`src/rtl/flagalu_pkg.sv`:
```
package flagalu_pkg;

    localparam int STATUS_W = 32;
    localparam int N_POS    = 31;
    localparam int Z_POS    = 30;
    localparam int C_POS    = 29;
    localparam int V_POS    = 28;

    typedef enum logic [1:0] {
        OP_ADD = 2'd0,
        OP_SUB = 2'd1,
        OP_CMP = 2'd2,
        OP_MOV = 2'd3
    } alu_op_e;

    typedef enum logic [2:0] {
        CC_EQ = 3'd0,
        CC_NE = 3'd1,
        CC_GE = 3'd2,
        CC_LT = 3'd3,
        CC_AL = 3'd4
    } cond_e;

    typedef struct packed {
        logic n;
        logic z;
        logic c;
        logic v;
    } flags_t;

    // Evaluate a condition code against a flag set; unused codes never pass.
    function automatic logic cond_pass(input logic [2:0] cc, input flags_t f);
        logic ok;
        case (cc)
            CC_EQ:   ok = f.z;
            CC_NE:   ok = ~f.z;
            CC_GE:   ok = (f.n == f.v);
            CC_LT:   ok = (f.n != f.v);
            CC_AL:   ok = 1'b1;
            default: ok = 1'b0;
        endcase
        return ok;
    endfunction

    function automatic logic [STATUS_W-1:0] pack_status(input flags_t f);
        logic [STATUS_W-1:0] s;
        s        = '0;
        s[N_POS] = f.n;
        s[Z_POS] = f.z;
        s[C_POS] = f.c;
        s[V_POS] = f.v;
        return s;
    endfunction

endpackage

```
`src/rtl/flagalu_addsub.sv`:
```
module flagalu_addsub
    import flagalu_pkg::*;
#(
    parameter int WIDTH = 32
) (
    input  logic [WIDTH-1:0] a,
    input  logic [WIDTH-1:0] b,
    input  logic             sub,
    output logic [WIDTH-1:0] sum,
    output flags_t           fl
);
    localparam int MSB = WIDTH - 1;

    logic [WIDTH-1:0] b_eff;
    logic [WIDTH:0]   wide;
    logic             cout;

    always_comb begin
        b_eff = sub ? ~b : b;
        wide  = {1'b0, a} + {1'b0, b_eff} + {{WIDTH{1'b0}}, sub};
        sum   = wide[MSB:0];
        cout  = wide[WIDTH];
        fl.n  = sum[MSB];
        fl.z  = (sum == '0);
        // carry out on add, borrow (inverted carry) on subtract
        fl.c  = sub ? ~cout : cout;
        // same-sign inputs to the adder producing the opposite sign
        fl.v  = (a[MSB] == b_eff[MSB]) && (sum[MSB] != a[MSB]);
    end
endmodule

```
`src/rtl/flagalu_flagreg.sv`:
```
module flagalu_flagreg
    import flagalu_pkg::*;
(
    input  logic   clk,
    input  logic   rst,
    input  logic   upd,
    input  flags_t nxt,
    output flags_t q
);
    always_ff @(posedge clk) begin
        if (rst)
            q <= '0;
        else if (upd)
            q <= nxt;
    end
endmodule

```
`src/rtl/flagalu_condeval.sv`:
```
module flagalu_condeval
    import flagalu_pkg::*;
(
    input  logic [2:0] cc,
    input  flags_t     fl,
    output logic       pass
);
    always_comb pass = cond_pass(cc, fl);
endmodule

```
`src/rtl/flagalu_top.sv`:
```
module flagalu_top
    import flagalu_pkg::*;
#(
    parameter int WIDTH = 32
) (
    input  logic                clk,
    input  logic                rst,
    input  logic                in_valid,
    input  logic [1:0]          op,
    input  logic [2:0]          cond,
    input  logic [WIDTH-1:0]    opa,
    input  logic [WIDTH-1:0]    opb,
    output logic [WIDTH-1:0]    result,
    output logic                wr_en,
    output logic [STATUS_W-1:0] status
);
    logic [WIDTH-1:0] core_sum;
    flags_t           core_fl;
    flags_t           fl_q;
    logic             is_sub;
    logic             is_arith;
    logic             cc_ok;

    always_comb begin
        is_sub   = (op == OP_SUB) || (op == OP_CMP);
        is_arith = (op != OP_MOV);
    end

    flagalu_addsub #(.WIDTH(WIDTH)) u_addsub (
        .a   (opa),
        .b   (opb),
        .sub (is_sub),
        .sum (core_sum),
        .fl  (core_fl)
    );

    flagalu_flagreg u_flags (
        .clk (clk),
        .rst (rst),
        .upd (in_valid && is_arith),
        .nxt (core_fl),
        .q   (fl_q)
    );

    flagalu_condeval u_cond (
        .cc   (cond),
        .fl   (fl_q),
        .pass (cc_ok)
    );

    always_comb begin
        result = (op == OP_MOV) ? opb : core_sum;
        wr_en  = in_valid && ((op == OP_ADD) || (op == OP_SUB) ||
                              ((op == OP_MOV) && cc_ok));
        status = pack_status(fl_q);
    end
endmodule

```
`config.mk`:
```
export PLATFORM = sky130hd
export DESIGN_NAME = flagalu_top
export DESIGN_NICKNAME = d
export VERILOG_FILES = /design/src/rtl/flagalu_pkg.sv /design/src/rtl/flagalu_addsub.sv /design/src/rtl/flagalu_flagreg.sv /design/src/rtl/flagalu_condeval.sv /design/src/rtl/flagalu_top.sv
export SDC_FILE = /design/constraint.sdc
export NUM_CORES = 1
export LEC_CHECK = 0
export ABC_AREA = 1
export BUFFER_PORTS_ARGS = -buffer_cell sky130_fd_sc_hd__buf_2
export CAP_MARGIN = 20
export CORE_UTILIZATION = 45
export CTS_BUF_LIST = sky130_fd_sc_hd__clkbuf_16
export DETAILED_ROUTE_END_ITERATION = 8
export GPL_TIMING_DRIVEN = 0
export HOLD_SLACK_MARGIN = 0.08
export PLACE_DENSITY = 0.77
export SLEW_MARGIN = 20
export SYNTH_ARGS = -nofsm -noshare
export SYNTH_HDL_FRONTEND = slang
export SYNTH_SLANG_ARGS = --single-unit
```
`constraint.sdc`:
```
create_clock -name clk -period 6.2 [get_ports clk]
set_clock_uncertainty 0.2 [all_clocks]
set_input_delay 0.31 -clock clk [delete_from_list [all_inputs] [get_ports clk]]
set_output_delay 0.31 -clock clk [all_outputs]
set_load 0.02 [all_outputs]
```
# Yosys cells after proc, flatten, opt, wreduce, memory -nomap -nowiden

Index checks and enable logic that the tools add are counted.

RAM bits: 0
ROM bits: 0
Output and inout port bits: 65
Memories kept: 0
Bits in registers: 4
Latch bits: 0
Bits of input ports: 72
Logic and storage cells: 35

Reductions and logical operators: 10
Add/sub/neg operators: 2
Bitwise gates (word level): 3
$lt $le $gt $ge: 0
Multiplexer cells: 4
Divide/modulo/power cells: 0
Shifts and indexed selects: 0
Multiply operators: 0
Eq/ne operators: 12

Operators with widths:

| cell                                           | count |
|---|---|
| 2-to-1 mux 32 bit                              | 2 |
| adder 32 x 32 -> 33 bit                        | 1 |
| adder 33 x 1 -> 33 bit                         | 1 |
| zero test 32 bit                               | 1 |
| inverter 32 bit                                | 1 |
| == test 3 x 2 -> 1 bit (second input constant) | 2 |
| one-hot mux 1 bit (5 select lines)             | 1 |
| == test 2 bit (second input constant)          | 2 |
| logical AND 1 bit                              | 4 |
| == test 3 x 1 -> 1 bit (second input constant) | 1 |
| == test 3 bit (second input constant)          | 1 |
| zero test 3 bit                                | 1 |
| logical OR 1 bit                               | 3 |
| == test 1 bit                                  | 2 |
| == test 2 x 1 -> 1 bit (second input constant) | 1 |
| zero test 2 bit                                | 1 |
| != test 1 bit                                  | 2 |
| != test 2 bit (second input constant)          | 1 |
| inverter 1 bit                                 | 2 |
| 2-to-1 mux 1 bit                               | 1 |

# Longest topological paths before layout

Gate-level depths: netlist (run 1).

Depth in word-level cells: 7
Gate-level depth with buffers: 23
Mapped depth without buffers: 22

# Hierarchy

From an unflattened synthesis (run 1), not the netlist that was laid out.

Cells, all modules: 751
Area, all modules: 3865.0 um^2

By module, submodules not included:

| module           | times used | sequential area each (um^2) | area each (um^2) | cells an instance |
|---|---|---|---|---|
| flagalu_addsub   | 1          | 0.0                         | 2894.0           | 571 |
| flagalu_top      | 1          | 0.0                         | 744.5            | 142 |
| flagalu_flagreg  | 1          | 80.1                        | 172.7            | 26 |
| flagalu_condeval | 1          | 0.0                         | 53.8             | 12 |

# Least setup slack after synthesis (run 1)

Ideal clock, no wire load.

Path kind: input -> output
Start: input op[1]
End: output result[29]
Setup slack: 2732 ps
Arrival time: 2958 ps
Required time: 5690 ps
Path buffers: 2
Stages: 17
Cell sequence: inv_1 > ha_1 > buf_2 > buf_1 > xor2_1 > ha_1 > nand2_1 > inv_1 > nand2_1 > nand2_1 > a21oi_1 > nor2_1 > nor2_1 > nand2_1 > nand2_1 > nand2_1 > o21ai_0

Longest elaborated chain between the ends: 6

RTL lines:

| element                                                 | line                 | text |
|---|---|---|
| start, declared                                         | flagalu_top.sv:9     | `input logic [1:0] op,` |
| == test 2 x 1 -> 1 bit or == test 2 bit (tied branches) | flagalu_top.sv:25    | `is_sub = (op == OP_SUB) \|\| (op == OP_CMP);` |
| logical OR 1 bit                                        | flagalu_top.sv:25    |  |
| 2-to-1 mux 32 bit                                       | flagalu_addsub.sv:19 | `b_eff = sub ? ~b : b;` |
| adder 32 x 32 -> 33 bit                                 | flagalu_addsub.sv:20 | `wide = {1'b0, a} + {1'b0, b_eff} + {{WIDTH{1'b0}}, sub};` |
| adder 33 x 1 -> 33 bit                                  | flagalu_addsub.sv:20 |  |
| 2-to-1 mux 32 bit (*)                                   | flagalu_top.sv:52    | `result = (op == OP_MOV) ? opb : core_sum;` |
| end, declared                                           | flagalu_top.sv:13    | `output logic [WIDTH-1:0] result,` |

Mark *: on every way between the ends. The rest lies on a longest branch, timed or not.

# Worst setup path in the final report (run 1)

Start: input op[0]
End: output result[28]

Same word-level chain as after synthesis.

==> results of run 1 <==
==> metal layers <==
layer  wire [um]  up-vias  GRT usage (%)
li1            -     2541              -
met1        5496     2063          36.62
met3         897       18          1.127
met4         252        0          7.197
met2        5279      183          45.14
met5           0        -              0
==> path summary, 6_finish.rpt <==
check | start | end | slack (ns) | cells past startpoint
worst max-delay path | op[0] | result[28] | 1.97 | 14
worst min-delay path | rst | u_flags.q[2] | 0.10 | 2
worst max register to register | u_flags.q[3] | u_flags.q[3] | 5.26 | 3
worst min register to register | u_flags.q[0] | u_flags.q[0] | 0.31 | 2
==> where the power goes <==
part / switching [mW] / internal [mW] / leakage, nW
Clock: 0.0187 / 0.0824 / 0.0370
Sequential: 0.00147 / 0.0280 / 0.0328
Combinational: 0.549 / 0.279 / 2.94
==> cells in the final DEF (no fill, tap or decap), types with 4 or more instances in the layout <==
cell type	n
ha_1	36
nor2_1	76
o21ai_0	22
dfxtp_1	4
nor2_2	6
xor2_1	34
inv_2	5
clkbuf_1	7
inv_1	143
nand2_2	18
a21oi_1	18
nand3_1	35
a31oi_1	16
buf_2	109
xnor2_1	4
buf_4	28
nand3_2	4
nand2_1	265
nand4_1	10
conb_1	28
==> area by class of cell <==
class                   count  share of cell area [%]
plain buffers              39                   5.365
clock buffers               3                   1.594
repair buffers            108                   11.47
multi-input cells         593                   65.21
flip-flops and latches      4                   1.700
well taps                 105                   2.789
inverters                 149                   11.87
==> cells by family after synthesis <==
family | synth area share (%)
xor gates and xnor gates | 8.617
DFF | 2.073
and+or+nand+nor | 46.55
AOI/OAI and AO/OA | 9.460
buffers and inverters | 21.02
adders and majority gates | 12.18
other | 0.09709
==> stage by stage <==
step                      total power [mW]  area (um2)  cells
final                               0.9587        4711   1001
after CTS                           0.9536        4711   1001
after global placement              0.8435        4636    998
after detailed placement            0.8476        4636    998
after global routing                 1.062        4711   1001
after floorplan                     0.6309        3964    785
==> flow_summary.yaml, run 1 <==
sta:
  finalSetupViolations: 0
  fin_crit_sh_pct: 68.30
  slew_headroom_pct: 40.48
  layout_setup_ws_ns: 1.965
  drv_slew: 0
  fin_setup_tns_ns: 0
  hold_viol: 0
  fin_crit_ns: 4.235
  rsz0062_at_grt: "no"
  holdWs_ns: 0.1012
  worst_slew_pin_slew_ns: 0.8928
  fmax_ghz: 0.2362
clocking:
  clock_latency_ns: 0.23
  cts_sinks: 4
  cts_made_buffers: 3
  cts_resized: 0
  cts-root-buf: "clkbuf_16"
  cts.path.max_buffers: 2
  postCtsHoldBufs: 0
  cts_tree: "yes"
  htree_levels: 1
  cts.clk_slew.worst_paths_ns: 0.03
  post_cts_buffers: 0
drt:
  via_count: 4805
  wl_per_cell_um: 11.91
  wl_mm: 11.93
  drc_errors: 0
  ant_nets: 0
  drt_first_pass_iters: 5
  viasPerCell: 4.800
  drt_iter0_markers: 301
logic_synthesis:
  netlist_top_cells_count: "nand2_1 (265), inv_1 (143), nor2_1 (76), ha_1 (36), nand3_1 (35)"
  synthDistinctLibCells: 36
  synth-seq-cells: 4
  synth_area_per_cell_um2: 5.096
  synth_top_area_share_pct: 25.75
  synth_seq_area_share_pct: 2.073
  ys_warn_count: 0
  synthCells: 758
  syn-cell-area_um2: 3862
  yosysMostFrequentCell: "nand2_1"
  synthArstFlopShare_pct: 0
  ys.flop_type: "dfxtp_1"
  synth_edf_count: 0
  yosys.area.top_type: "nand2_1"
  yosys-top-cells-area: "nand2_1 (26%), inv_1 (14%), ha_1 (12%), xor2_1 (7.7%), nor2_1 (7.4%)"
global_routing:
  grt_max_degree: 11
  track_usage_pct: 26.68
  antenna_found_initial: 0
  grt_overflow: 0
  grt_pass1_wl_mm: 18.72
  grt_pass1_vias: 4076
setup_path:
  endpoint_kind: "output port"
  slowest_stage: "buf_1"
  path_buf_inv: 5
  crit_required_ns: 5.69
  critPathMostFrequentCell: "buf_2"
  criticalPathCategory: "input port to output port"
  critPathMaxFanout: 10
  path_cells: "buf_2 > inv_1 > ha_1 > buf_2 > buf_1 > xor2_1 > ha_1 > nand2_1 > nor4_1 > nand3_1 > nand3_1 > nand2_1 > o21ai_0 > buf_2"
  path_delay_family: "buffers and inverters"
  start_kind: "input port"
  slowest_delay_ns: 0.69
  cp.arrival_ns: 3.72
final_layout:
  diodes: 0
  area_growth_pct: 21.96
  drive_gt1_share_pct: 19.98
  largestRegisters: "u_flags.q: 4 flops"
  largest_reg_flops: 4
  final_core_util_pct: 57.05
  final_nets: 1007
  seq_area_um2: 80.08
  multi_input_area_um2: 3072
  fillerInstances: 944
  top_register: "u_flags.q"
pwr:
  leakage_nw: 3.013
  ir_drop_mv: 0.09935
  power_density_nw_per_um2: 203.5
outcome:
  status: "finished, final reports clean"
job:
  drv_cap: 0
die:
  pin_count: 137
  dieArea_um2: 8958
  start_util_pct: 46.77
  die_y_um: 94.65
  fp.dieW_um: 94.65
  coreArea_um2: 8258
  rows: 33
place:
  gp_congestion: 0.9803
  hpwl_mm: 10.27
  pre_cts_ws_ns: 2.033
  portBuffers: 108
hold_path:
  worst_hold_path_type: "input port to flop"
(Power assumes the default switching activity.)
==> inputs of run 2 (changes only) <==
- PLACE_DENSITY: 0.77 -> 0.8
- clock period: 6.2 -> 3.4 ns (I/O delays scaled with it)
==> run 2 against run 1 <==
Routed wire length up 2.8%. Largest cell class unchanged. Critical path type unchanged. Highest routed layer unchanged. Hold slack better by 0.15 ns. Combinational power up 88%.
==> flow_summary.yaml, run 2 (same netlist as run 1, synthesis figures left out) <==
outcome:
  status: "finished, final reports clean"
drt:
  viasPerCell: 4.869
  drt_first_pass_iters: 5
  via_count: 4884
  wl_per_cell_um: 12.22
  wl_mm: 12.26
  ant_nets: 0
  drc_errors: 0
  drt_iter0_markers: 292
sta:
  finalSetupViolations: 0
  hold_viol: 0
  slew_headroom_pct: 52.27
  worst_slew_pin_slew_ns: 0.7159
  fin_crit_sh_pct: 95.37
  layout_setup_ws_ns: 0.1575
  holdWs_ns: 0.2539
  drv_slew: 0
  fmax_ghz: 0.3084
  fin_crit_ns: 3.243
final_layout:
  drive_gt1_share_pct: 21.60
  diodes: 0
  largest_reg_flops: 4
  final_nets: 1009
  largestRegisters: "u_flags.q: 4 flops"
  fin_area_um2: 4813
  top_register: "u_flags.q"
  final_cell_mix: "nand2_1 (264), inv_1 (143), buf_2 (108), nor2_1 (72), ha_1 (35)"
  area_growth_pct: 24.62
  instances_no_fill: 1003
  final_common_cell: "nand2_1"
setup_path:
  path_cells: "buf_2 > inv_1 > ha_1 > clkbuf_4 > buf_8 > xor2_1 > ha_1 > nand2_1 > nor2_1 > nand3_1 > nand3_1 > nand3_2 > nand3_1 > nand2_1 > o21ai_1 > buf_2"
  r2r_cells: 3
  slowest_stage: "ha_1"
  start_kind: "input port"
  cp.arrival_ns: 2.87
  timing.reg2reg.setup_slack_ns: 2.42
  critPathMostFrequentCell: "nand3_1"
  crit_required_ns: 3.03
  criticalPathCategory: "input port to output port"
  slowest_delay_ns: 0.39
  endpoint_kind: "output port"
  critPathMaxFanout: 10
  r2r_start: "u_flags.q[3]"
  r2r-end: "u_flags.q[3]"
place:
  dp.cells: 998
  pre_cts_ws_ns: -0.4773
  portBuffers: 108
  hpwl_mm: 10.38
  postPlaceCellArea_um2: 4636
  gp_congestion: 0.9699
pwr:
  finalPower_mw: 1.796
  ir_drop_mv: 0.1845
  power_density_nw_per_um2: 373.1
  leakage_nw: 3.041
global_routing:
  grt_overflow: 0
  grtUsageMet2_pct: 46.52
  grt_pass1_wl_mm: 18.93
  grt_max_degree: 11
  grt_pass1_vias: 4184
  track_usage_pct: 27.00
  antenna_found_initial: 0
  top_usage_layer: "met2"
  met1_usage_pct: 36.45
  grtUsageMet3_pct: 2.013
clocking:
  cts-root-buf: "clkbuf_16"
  htree_levels: 1
  cts_sinks: 4
  cts.path.max_buffers: 2
  cts_made_buffers: 3
  cts.clk_slew.worst_paths_ns: 0.03
  clock_latency_ns: 0.22
  post_cts_buffers: 0
  cts_tree: "yes"
die:
  pin_count: 137
  rows: 33
  fp.dieW_um: 94.65
  coreArea_um2: 8258
  dieArea_um2: 8958
  die_y_um: 94.65
  start_util_pct: 46.77
hold_path:
  hold_end: "u_flags.q[0]"
  worst_hold_path_type: "input port to flop"
  whs_path_depth: 5
  min_from: "in_valid"
job:
  drv_cap: 0
==> run 2: what timing repair did <==
action | 4_1_cts | 5_1_grt
pin swaps | 0 | 1
hold buffers | 2 | 0
gates resized for setup | 10 | 20
setup endpoints to repair | 25 | 5
hold endpoints to repair | 4 | 0
==> run 2: per-layer routing <==
layer	share of wire, %	routed length [um]
met1	45	5537
met2	45	5537
met3	7.8	958
met4	1.9	229
met5	0	0
==> run 2: worst max-delay path: cells and delay by family <==
family / cells / cell delay [ns]
compound gates: 1 / 0.16
xor+xnor: 1 / 0.18
fa+ha+maj: 2 / 0.67
buf+inv: 5 / 0.70
simple gates: 7 / 0.97
==> run 2: where the power goes <==
group / switching (mW) / leakage [nW] / total (mW) / internal (mW)
combinational: 1.03 / 2.97 / 1.56 / 0.527
clock: 0.0343 / 0.0370 / 0.185 / 0.150
sequential: 0.00265 / 0.0328 / 0.0536 / 0.0510
==> run 2: stage by stage <==
| stage | utilization [%] | setup TNS (ns) |
|---|---|---|
| after detailed placement | 56.14 | -4.798 |
| after global routing | 58.29 | -0.1107 |
| after CTS | 57.50 | 0 |
| final | 58.29 | 0 |
| after floorplan | - | 0 |
| after global placement | 56.14 | -3.704 |
==> run 2: final cells by class <==
class                   instances  area (um2)
flip-flops and latches          4       80.08
inverters                     149       559.3
plain buffers                  39       285.3
clock buffers                   3       75.07
multi-input cells             593        3122
well taps                     105       131.4
repair buffers                110       560.5
fillers                       896        3445
==> run 2: worst max path at each step <==
stage	to	cells past startpoint	slack, ns	from
3_3_place_gp	result[28]	14	-0.42	op[0]
4_1_cts	result[28]	19	0.02	op[0]
2_1_floorplan	result[29]	17	0.21	op[1]
3_5_place_dp	result[28]	14	-0.48	op[0]
5_1_grt	result[29]	19	-0.05	op[0]
6_report	result[28]	16	0.16	op[0]
==> inputs of run 3 (changes only) <==
- SYNTH_HIERARCHICAL: not set -> 1
==> run 3 against run 2 <==
Sequential cell count did not move. Clock-buffer cell count did not move. Clock power barely moved. Register-to-register slack improved by 0.15 ns. Non-clock buffer count rose by 15. Total power rose by 7.7%. Cell count rose by 0.60%. First-iteration DRC count rose by 14%.
==> flow_summary.yaml, run 3 <==
final_layout:
  largest_reg_flops: 4
  final_cell_mix: "nand2_1 (234), inv_1 (147), buf_2 (107), nor2_1 (56), buf_4 (44)"
  area_growth_pct: 32.02
  final_core_util_pct: 61.79
  top_register: "u_flags/q"
  fillerInstances: 879
  largestRegisters: "u_flags/q: 4 flops"
  drive_gt1_share_pct: 26.77
  final_nets: 1015
  diodes: 0
  final_common_cell: "nand2_1"
  seq_area_um2: 80.08
  multi_input_area_um2: 3234
setup_path:
  cp-endpoint: "result[26]"
  worstSetupStartpoint: "op[0]"
  path_delay_family: "simple AND/OR/NAND/NOR gates"
  r2r_start: "u_flags/q[2]"
  path_buf_inv: 9
  timing.reg2reg.setup_slack_ns: 2.57
  cp.arrival_ns: 2.89
  r2r-end: "u_flags/q[2]"
  criticalPathCategory: "input port to output port"
  slowest_delay_ns: 0.36
  critPathMaxFanout: 10
  path_depth: 21
  slowest_stage: "ha_1"
  crit_required_ns: 3.03
  path_cells: "buf_2 > inv_1 > ha_1 > buf_6 > buf_8 > xor2_1 > ha_1 > nand2_1 > inv_1 > nand2_1 > nand2_1 > inv_1 > nand3_2 > nand3_1 > nand3_1 > nand2_1 > nand2_1 > inv_1 > inv_1 > o21ai_1 > buf_2"
  r2r_cells: 2
  start_kind: "input port"
  endpoint_kind: "output port"
logic_synthesis:
  synth_seq_area_share_pct: 2.072
  ys.flop_type: "dfxtp_1"
  ys_warn_count: 6
  netlist_top_cells_count: "nand2_1 (246), inv_1 (149), nor2_1 (66), ha_1 (36), nand3_1 (34)"
  synth_top_family_by_area: "simple AND/OR/NAND/NOR gates"
  synth_edf_count: 0
  synthCells: 751
  synth_compound_area_share_pct: 11.65
  synth-seq-cells: 4
  synth_top_area_share_pct: 23.89
  syn-cell-area_um2: 3865
  synthSimpleGateAreaFrac_pct: 42.57
  synthAdderAreaFrac_pct: 12.17
  yosys.area.top_type: "nand2_1"
  yosysMostFrequentCell: "nand2_1"
  synthArstFlopShare_pct: 0
  synth_area_per_cell_um2: 5.146
  synth.area.mux_share_pct: 0
  synthXorXnorAreaFrac_pct: 8.385
  yosys-top-cells-area: "nand2_1 (24%), inv_1 (14%), ha_1 (12%), xor2_1 (7.3%), nor2_1 (6.4%)"
  synthDistinctLibCells: 28
drt:
  viasPerCell: 4.696
  drc_errors: 0
  highest_layer: "met4"
  drt_iter0_markers: 332
  via_count: 4738
  drt-met1-wl_mm: 5.308
  drt_first_pass_iters: 5
  wl_mm: 11.47
  wl_per_cell_um: 11.36
  routed-wl-met2_mm: 5.304
  met3_wirelength_um: 729
  ant_nets: 0
pwr:
  p_comb_share_pct: 87.6
  power_density_nw_per_um2: 379.1
  p_switching_mw: 1.107
  p_clk_share_pct: 9.5
  finalPower_mw: 1.934
  switching_share_pct: 57.24
  ir_drop_mv: 0.4729
  leakage_nw: 3.094
  intPower_mw: 0.8270
  pwr-share-seq_pct: 2.9
global_routing:
  grt_overflow: 0
  grt_max_degree: 11
  antenna_found_initial: 0
  track_usage_pct: 24.51
  grt_pass1_vias: 3996
  grt_pass1_wl_mm: 17.66
place:
  gp_congestion: 0.9903
  hpwl_mm: 9.568
  portBuffers: 108
die:
  coreArea_um2: 8258
  start_util_pct: 46.80
  rows: 33
  die_y_um: 94.68
  dieArea_um2: 8963
  pin_count: 137
  fp.dieW_um: 94.68
sta:
  rsz0062_at_grt: "yes"
  fin_crit_ns: 3.257
  fin_crit_sh_pct: 95.78
  finalSetupViolations: 0
  holdWs_ns: 0.2156
  drv_slew: 0
  hold_viol: 0
  fmax_ghz: 0.3071
clocking:
  htree_levels: 1
  clock_latency_ns: 0.22
  cts.clk_slew.worst_paths_ns: 0.03
  cts.path.max_buffers: 2
  cts_tree: "yes"
  cts_sinks: 4
  cts_made_buffers: 3
  cts-root-buf: "clkbuf_16"
hold_path:
  worst_hold_path_type: "input port to flop"
job:
  drv_cap: 0
outcome:
  status: "finished, final reports clean"
## run 3: changes by cell type in the layout (fill, tap and decap cells not counted), moves of 8 or more
cell	delta
nor2_1	-16
nand3b_1	+8
ha_1	-8
buf_6	+9
o21ai_1	+19
a31oi_1	-16
nand2_1	-30
buf_4	+16
## run 3: kinds of logic (layout without fill, tap and decap cells)
family	Yosys count	after routing
other cells	1	28
flops	4	4
compound gates	85	85
fa+ha+maj	37	37
xor+xnor	37	37
simple gates	393	393
buf+inv	194	320
## run 3: stage by stage
step | setup TNS, ns | cells | cell area [um2] | setup slack (ns)
2_1_floorplan | 0 | 778 | 3966 | 0.07560
3_5_place_dp | -6.777 | 991 | 4638 | -0.6184
4_1_cts | 0 | 996 | 4767 | 0.003946
3_3_place_gp | -6.211 | 991 | 4638 | -0.5547
5_1_grt | -0.1173 | 1009 | 5102 | -0.04156
6_report | 0 | 1009 | 5102 | 0.1434
## run 3: final cells by class
class | instances | share of cell area [%]
Tap cell | 105 | 2.575
Inverter | 153 | 11.26
Sequential cell | 4 | 1.569
Buffer | 41 | 6.719
Clock buffer | 3 | 1.471
Timing Repair Buffer | 123 | 13.02
Multi-Input combinational cell | 580 | 63.39
## run 3: power by group through the flow
stage	logic, mW	clock network (mW)	registers (mW)
2_1_floorplan	1.13	0	0.0614
3_3_place_gp	1.50	0	0.0560
3_5_place_dp	1.51	0	0.0561
4_1_cts	1.54	0.183	0.0556
5_1_grt	1.89	0.186	0.0561
6_report	1.70	0.183	0.0556
## run 3: worst min path at each step
stage	start	end	slack, ns	cells past startpoint
floorplan	rst	u_flags/q[0]	0.12	3
global route	opa[31]	u_flags/q[0]	0.28	7
detailed placement	rst	u_flags/q[3]	0.24	4
CTS	opa[31]	u_flags/q[0]	0.22	7
global placement	rst	u_flags/q[1]	0.24	4
finish	opa[31]	u_flags/q[0]	0.22	7
## run 3: timing repair
item                                    in CTS  in global routing
endpoints found under the hold margin        4                  0
hold buffers                                 1                  0
cloned                                       0                  0
pin swaps                                    1                 25
setup buffers                                1                 13
gates resized for setup                     13                 68
endpoints found under the setup margin      27                 14
## run 3: per-layer routing
layer  GRT usage, %  vias up
met5              0        -
met4          3.914        0
met3          2.013        8
met2          43.17      168
met1          32.76     2017
li1               -     2545
## run 3: worst reg2reg max path, stage by stage (launching register included)
cell     delay [ns]
dfxtp_1        0.33
nor2_1         0.14
nor2_2         0.05
